$ cat config.mk
export PLATFORM = sky130hd
export DESIGN_NAME = uart_regfile
export DESIGN_NICKNAME = d
export VERILOG_FILES = /design/src/rtl/uart_regs_pkg.sv /design/src/rtl/uart_reg_bank.sv /design/src/rtl/uart_read_mux.sv /design/src/rtl/uart_baud_gen.sv /design/src/rtl/uart_regfile.sv
export SDC_FILE = /design/constraint.sdc
export NUM_CORES = 1
export LEC_CHECK = 0
export ABC_AREA = 1
export BUFFER_PORTS_ARGS = -buffer_cell sky130_fd_sc_hd__buf_2
export CAP_MARGIN = 5
export CORE_MARGIN = 10
export CORE_UTILIZATION = 49
export CTS_BUF_LIST = sky130_fd_sc_hd__clkbuf_16
export CTS_CLUSTER_SIZE = 16
export DETAILED_ROUTE_END_ITERATION = 6
export PLACE_DENSITY = 0.77
export REMOVE_ABC_BUFFERS = 1
export SLEW_MARGIN = 20
export SYNTH_ARGS = -nofsm -noshare
export SYNTH_HDL_FRONTEND = slang
export SYNTH_SLANG_ARGS = --single-unit
export TNS_END_PERCENT = 5
$ cat constraint.sdc
create_clock -name clk -period 1.82 [get_ports clk]
set_input_delay 0.182 -clock clk [delete_from_list [all_inputs] [get_ports clk]]
set_output_delay 0.182 -clock clk [all_outputs]
set_load 0.005 [all_outputs]
$ cat src/rtl/uart_regs_pkg.sv
package uart_regs_pkg;
  localparam int OFS_W = 3;

  typedef enum logic [OFS_W-1:0] {
    OFS_DATA  = 3'd0,
    OFS_IEN   = 3'd1,
    OFS_IID   = 3'd2,
    OFS_LINE  = 3'd3,
    OFS_MCTL  = 3'd4,
    OFS_LSTAT = 3'd5,
    OFS_MSTAT = 3'd6,
    OFS_SCR   = 3'd7
  } ofs_e;

  typedef enum logic [1:0] {
    PAR_ODD   = 2'd0,
    PAR_EVEN  = 2'd1,
    PAR_MARK  = 2'd2,
    PAR_SPACE = 2'd3
  } par_e;
endpackage

$ cat src/rtl/uart_reg_bank.sv
module uart_reg_bank
  import uart_regs_pkg::*;
#(
  parameter int DW = 8,
  localparam int DIVW = 2 * DW
) (
  input  logic            clk,
  input  logic            rst,
  input  logic            wr_en,
  input  logic [OFS_W-1:0] addr,
  input  logic [DW-1:0]   wdata,
  output logic [DW-1:0]   lcr_q,
  output logic [DW-1:0]   ier_q,
  output logic [DW-1:0]   mcr_q,
  output logic [DW-1:0]   scr_q,
  output logic [DIVW-1:0] div_q,
  output logic            div_load,
  output logic            tx_push,
  output logic            fcr_push,
  output logic [DW-1:0]   wr_byte
);
  ofs_e ofs;
  logic bank;
  logic wr_tx, wr_fcr;

  assign ofs  = ofs_e'(addr);
  assign bank = lcr_q[DW-1];

  always_comb begin
    wr_tx    = wr_en && (ofs == OFS_DATA) && !bank;
    wr_fcr   = wr_en && (ofs == OFS_IID);
    div_load = wr_en && bank && ((ofs == OFS_DATA) || (ofs == OFS_IEN));
  end

  always_ff @(posedge clk) begin
    if (rst) begin
      lcr_q    <= '0;
      ier_q    <= '0;
      mcr_q    <= '0;
      scr_q    <= '0;
      div_q    <= '0;
      tx_push  <= 1'b0;
      fcr_push <= 1'b0;
      wr_byte  <= '0;
    end else begin
      tx_push  <= wr_tx;
      fcr_push <= wr_fcr;
      if (wr_tx || wr_fcr) wr_byte <= wdata;
      if (wr_en) begin
        case (ofs)
          OFS_DATA: if (bank) div_q[DW-1:0] <= wdata;
          OFS_IEN:  if (bank) div_q[DIVW-1:DW] <= wdata;
                    else      ier_q <= wdata;
          OFS_LINE: lcr_q <= wdata;
          OFS_MCTL: mcr_q <= wdata;
          OFS_SCR:  scr_q <= wdata;
          default: ;
        endcase
      end
    end
  end
endmodule

$ cat src/rtl/uart_read_mux.sv
module uart_read_mux
  import uart_regs_pkg::*;
#(
  parameter int DW = 8,
  localparam int DIVW = 2 * DW
) (
  input  logic             clk,
  input  logic             rst,
  input  logic             rd_en,
  input  logic [OFS_W-1:0] addr,
  input  logic             bank,
  input  logic [DW-1:0]    rx_data,
  input  logic [DW-1:0]    int_id,
  input  logic [DW-1:0]    line_stat,
  input  logic [DW-1:0]    modem_stat,
  input  logic [DW-1:0]    lcr_q,
  input  logic [DW-1:0]    ier_q,
  input  logic [DW-1:0]    mcr_q,
  input  logic [DW-1:0]    scr_q,
  input  logic [DIVW-1:0]  div_q,
  output logic [DW-1:0]    rdata,
  output logic             rx_pop
);
  ofs_e ofs;
  logic [DW-1:0] sel;

  assign ofs = ofs_e'(addr);

  always_comb begin
    case (ofs)
      OFS_DATA:  sel = bank ? div_q[DW-1:0] : rx_data;
      OFS_IEN:   sel = bank ? div_q[DIVW-1:DW] : ier_q;
      OFS_IID:   sel = int_id;
      OFS_LINE:  sel = lcr_q;
      OFS_MCTL:  sel = mcr_q;
      OFS_LSTAT: sel = line_stat;
      OFS_MSTAT: sel = modem_stat;
      default:   sel = scr_q;
    endcase
  end

  always_ff @(posedge clk) begin
    if (rst) begin
      rdata  <= '0;
      rx_pop <= 1'b0;
    end else begin
      rx_pop <= rd_en && (ofs == OFS_DATA) && !bank;
      if (rd_en) rdata <= sel;
    end
  end
endmodule

$ cat src/rtl/uart_baud_gen.sv
module uart_baud_gen #(
  parameter int CW = 16
) (
  input  logic          clk,
  input  logic          rst,
  input  logic          load,
  input  logic [CW-1:0] divisor,
  output logic          tick
);
  logic [CW-1:0] cnt;
  logic          at_end;

  assign at_end = (cnt == divisor - CW'(1));

  always_ff @(posedge clk) begin
    if (rst || load || (divisor == '0)) begin
      cnt  <= '0;
      tick <= 1'b0;
    end else if (at_end) begin
      cnt  <= '0;
      tick <= 1'b1;
    end else begin
      cnt  <= cnt + CW'(1);
      tick <= 1'b0;
    end
  end
endmodule

$ cat src/rtl/uart_regfile.sv
module uart_regfile
  import uart_regs_pkg::*;
#(
  parameter int DATA_W = 8,
  localparam int DIV_W = 2 * DATA_W
) (
  input  logic              clk,
  input  logic              rst,
  input  logic [2:0]        addr,
  input  logic              rd_en,
  input  logic              wr_en,
  input  logic [DATA_W-1:0] wdata,
  input  logic [DATA_W-1:0] rx_data,
  input  logic [DATA_W-1:0] int_id,
  input  logic [DATA_W-1:0] line_stat,
  input  logic [DATA_W-1:0] modem_stat,
  output logic [DATA_W-1:0] rdata,
  output logic              tx_push,
  output logic              fcr_push,
  output logic [DATA_W-1:0] wr_byte,
  output logic              rx_pop,
  output logic [DATA_W-1:0] ier,
  output logic [DATA_W-1:0] mcr,
  output logic [3:0]        data_bits,
  output logic              two_stop,
  output logic              par_en,
  output logic [1:0]        par_sel,
  output logic [DIV_W-1:0]  divisor,
  output logic              baud_tick
);
  logic [DATA_W-1:0] lcr_q, ier_q, mcr_q, scr_q;
  logic [DIV_W-1:0]  div_q;
  logic              div_load;

  uart_reg_bank #(.DW(DATA_W)) u_bank (
    .clk      (clk),
    .rst      (rst),
    .wr_en    (wr_en),
    .addr     (addr),
    .wdata    (wdata),
    .lcr_q    (lcr_q),
    .ier_q    (ier_q),
    .mcr_q    (mcr_q),
    .scr_q    (scr_q),
    .div_q    (div_q),
    .div_load (div_load),
    .tx_push  (tx_push),
    .fcr_push (fcr_push),
    .wr_byte  (wr_byte)
  );

  uart_read_mux #(.DW(DATA_W)) u_rmux (
    .clk        (clk),
    .rst        (rst),
    .rd_en      (rd_en),
    .addr       (addr),
    .bank       (lcr_q[DATA_W-1]),
    .rx_data    (rx_data),
    .int_id     (int_id),
    .line_stat  (line_stat),
    .modem_stat (modem_stat),
    .lcr_q      (lcr_q),
    .ier_q      (ier_q),
    .mcr_q      (mcr_q),
    .scr_q      (scr_q),
    .div_q      (div_q),
    .rdata      (rdata),
    .rx_pop     (rx_pop)
  );

  uart_baud_gen #(.CW(DIV_W)) u_baud (
    .clk     (clk),
    .rst     (rst),
    .load    (div_load),
    .divisor (div_q),
    .tick    (baud_tick)
  );

  // Line format decode for the shift logic
  assign data_bits = 4'd5 + {2'b00, lcr_q[1:0]};
  assign two_stop  = lcr_q[2];
  assign par_en    = lcr_q[3];
  assign par_sel   = lcr_q[5:4];
  assign ier       = ier_q;
  assign mcr       = mcr_q;
  assign divisor   = div_q;
endmodule

==> impl_metrics.tcl <==
set metrics [dict create \
    outcome "finished, violations left" \
    violations "setup timing" \
    routabilityCongestion 0.955 \
    io_pins 107 \
    holdCritPathClass "in -> reg" \
    drt-total-wl_um 14500 \
    cts_sinks 84 \
    wl_met3_um 1000 \
    path_buf_inv 2 \
    antenna_found_initial 0 \
    relSlewSlack_pct 68.3 \
    ys_types 35 \
    fin_skew_ns 0.00719 \
    dp.cells 920 \
    setup-tns-final_ns -0.0256 \
    muxShareOfSynthArea_pct 0 \
    top_layer_used "met4" \
    clock-root-buffer "clkbuf_16" \
    vias_per_cell 5.21 \
    worst_slew_pin_slew_ns 0.474 \
    dieArea_um2 13500 \
    layout-drive-gt1-share_pct 26.2 \
    grt_max_degree 68 \
    drc 0 \
    synthXorXnorAreaFrac_pct 4.63 \
    p_leak_nw 2.75 \
    first_iter_violations 327 \
    diodes 0 \
    gr-usage-all-layers_pct 21.8 \
    worst_slack_ns -0.00681 \
    crit_path_max_fanout 8 \
    drv_cap 0 \
    clock_latency_ns 0.34 \
    setup_viol 7 \
    rsz0062_at_grt "true" \
    clk_pin_slew_ns 0.06 \
    dpl_cell_area_um2 5460 \
    p_int_mw 2.97 \
    synth_area_um2 4540 \
    required_ns 2.05 \
    yosys.area_share.simple_pct 35.6 \
    yosysSeqAreaShare_pct 37.0 \
    power.switching_mw 1.08 \
    num_vias 4889 \
    cts_made_buffers 9 \
    cts_tree "yes" \
    start_util_pct 49.6 \
    powerDensity_nw_per_um2 695 \
    worstSetupEndpointType "flop" \
    switching_share_pct 26.6 \
    grt_pass1_vias 4791 \
    comb_power_share_pct 10.3 \
    fin_crit_sh_pct 100 \
    core_um2 9150 \
    ant_nets 0 \
    htreeDepth 3 \
    area_delta_synth_final_pct 28.2 \
    slowest_stage "dfxtp_2" \
    wl_per_cell_um 15.4 \
    fp.dieW_um 116 \
    yosys_warnings 0 \
    finalNonFillerCells 938 \
    critPathTopFamily "simple AND/OR/NAND/NOR gates" \
    seqPwrFrac_pct 47.1 \
    synth-compound-area-share_pct 12.6 \
    dp_hpwl_um 11200 \
    postSynthCellCount 682 \
    finalCriticalPeriod_ns 1.83 \
    ys_ff_latch 84 \
    cp-start-kind "flop" \
    grt_pass1_wl_um 23500 \
    p_clk_share_pct 42.6 \
    crit_type "reg -> reg" \
    placementRows 35 \
    fp.dieH_um 116 \
    fmax_ghz 0.547 \
    met1Wirelength_um 6240 \
    syn_avg_cell_area_um2 6.66 \
    crit_chain "buf_4 -> nor2_4 -> nand2_4 -> nor2_1 -> nand3b_1 -> nand2_1 -> nand2_1 -> nor2_1 -> nand2_2 -> o21bai_4 -> clkbuf_16 -> nor2_2" \
    finalInstanceArea_um2 5830 \
    arrival_ns 2.05 \
    synth_fa_ha_area_share_pct 0.826 \
    clock_path_buffers 2 \
    cpPeakStageDelay_ns 0.32 \
    port_buffers 106 \
    dr_wl_met2_um 6930 \
    fin_nets 872 \
    drt_pre_antenna_iters 5 \
    grt-ovfl-total 0 \
    peakVddDrop_uv 505 \
    final-hold-violation-count 0 \
    slew_viol_final 0 \
    synth_top_family_by_area "simple AND/OR/NAND/NOR gates" \
]
[stage by stage]
step                      util, %  power, mW  hold slack (ns)  setup WS [ns]
after floorplan                 -       2.12            0.251        -0.0785
after global placement       59.6       2.35            0.447         -0.144
after detailed placement     59.6       2.35            0.454         -0.241
after CTS                    63.5       4.08            0.157        -0.0227
after global routing         63.7       4.20            0.176         -0.162
final                        63.7       4.05            0.171       -0.00681
[cell usage after synthesis (all sizes together)]
| cell | count | area share, % |
|---|---|---|
| o41ai | 1 | 0.19 |
| ha | 3 | 0.83 |
| a21oi | 31 | 3.4 |
| buf | 8 | 1.2 |
| nor3 | 8 | 1.5 |
| a22o | 1 | 0.19 |
| dfxtp | 84 | 37 |
| o21bai | 1 | 0.41 |
| o31ai | 3 | 0.50 |
| o2111ai | 3 | 0.58 |
| nand3b | 3 | 0.50 |
| nand4 | 6 | 0.83 |
| o21ai | 23 | 2.5 |
| inv | 77 | 6.4 |
| nand3 | 51 | 5.9 |
| nor2 | 101 | 9.8 |
| xor2 | 13 | 2.5 |
| xnor2 | 11 | 2.1 |
| a31oi | 1 | 0.14 |
| nor3b | 1 | 0.17 |
| clkbuf | 19 | 1.6 |
| nand2 | 203 | 17 |
| clkinv | 2 | 0.17 |
| a211oi | 28 | 4.6 |
[flip-flops by register name, summed over array words and instances (netlist names)]
| signal | count |
|---|---|
| u_rmux.rx_pop | 1 |
| u_bank.wr_byte | 8 |
| u_bank.tx_push | 1 |
| u_rmux.rdata | 8 |
| u_bank.scr_q | 8 |
| u_bank.div_q | 16 |
| u_bank.mcr_q | 8 |
| u_bank.ier_q | 8 |
| u_baud.cnt | 16 |
| u_bank.lcr_q | 8 |
| u_baud.tick | 1 |
| u_bank.fcr_push | 1 |
[worst paths after layout]
| kind | start | to | slack, ns | cells after the start |
|---|---|---|---|---|
| worst max register to register | u_bank.div_q[1]$_SDFFE_PP0P_ | u_baud.cnt[6]$_SDFF_PP0_ | -0.007 | 12 |
| worst max-delay path | u_bank.div_q[1]$_SDFFE_PP0P_ | u_baud.cnt[6]$_SDFF_PP0_ | -0.007 | 12 |
| worst min register to register | u_baud.cnt[0]$_SDFF_PP0_ | u_baud.cnt[0]$_SDFF_PP0_ | 0.44 | 1 |
| worst min-delay path | line_stat[1] | u_rmux.rdata[1]$_SDFFE_PP0P_ | 0.17 | 4 |
[layout by cell type, fill, tap and decap left out, drive strengths merged]
cell	count
xor2	13
nand4	6
buf	155
inv	79
clkinvlp	2
xnor2	11
o21bai	1
a31oi	1
nand3	51
a211oi	28
nand2	203
o21ai	23
clkinv	5
o2111ai	3
dfxtp	84
clkbuf	10
o31ai	3
nand3b	3
nor3	8
a21oi	31
ha	3
o41ai	1
nor2	101
a22o	1
nor3b	1
[kinds of logic (layout without fill, tap and decap cells)]
kind of cell | count (synthesis) | in the layout
buffers and inverters | 106 | 251
adder cells (fa/ha/maj) | 3 | 3
flip-flops | 84 | 84
AND/OR/NAND/NOR | 373 | 373
XOR/XNOR | 24 | 24
AO/OA/AOI/OAI | 92 | 92
[power by group through the flow]
stage / clock (mW) / sequential, mW / combinational [mW]
global placement: 0 / 1.95 / 0.401
detailed placement: 0 / 1.95 / 0.406
floorplan: 0 / 1.95 / 0.169
global route: 1.82 / 1.91 / 0.462
CTS: 1.75 / 1.91 / 0.416
finish: 1.72 / 1.91 / 0.419
[metal layers]
layer  vias to the layer above  global-route usage (%)
met3                        23                    5.39
met2                       174                    36.6
li1                       2465                       -
met4                         0                    7.17
met5                         -                       0
met1                      2227                    26.6
[layout make-up]
class	instances	area [um2]
clock inverters	7	50.0
well taps	111	139
clock buffers	9	225
flip-flops and latches	84	1690
multi-input cells	492	2480
fillers	848	3330
repair buffers	156	948
inverters	79	297
[tightest hold or removal path, cell delays in order]
cell and delay, ns:
buf_2 0.07, a22o_1 0.11, o41ai_1 0.07, inv_1 0.04
[timing repair]
action | CTS | global route
pin swaps | 7 | 2
cloned | 1 | 0
endpoints found under the setup margin | 16 | 18
gates resized for setup | 13 | 8
hold buffers | 0 | 0
setup buffers | 1 | 0
No activity file was read; power rests on OpenSTA's default activity.
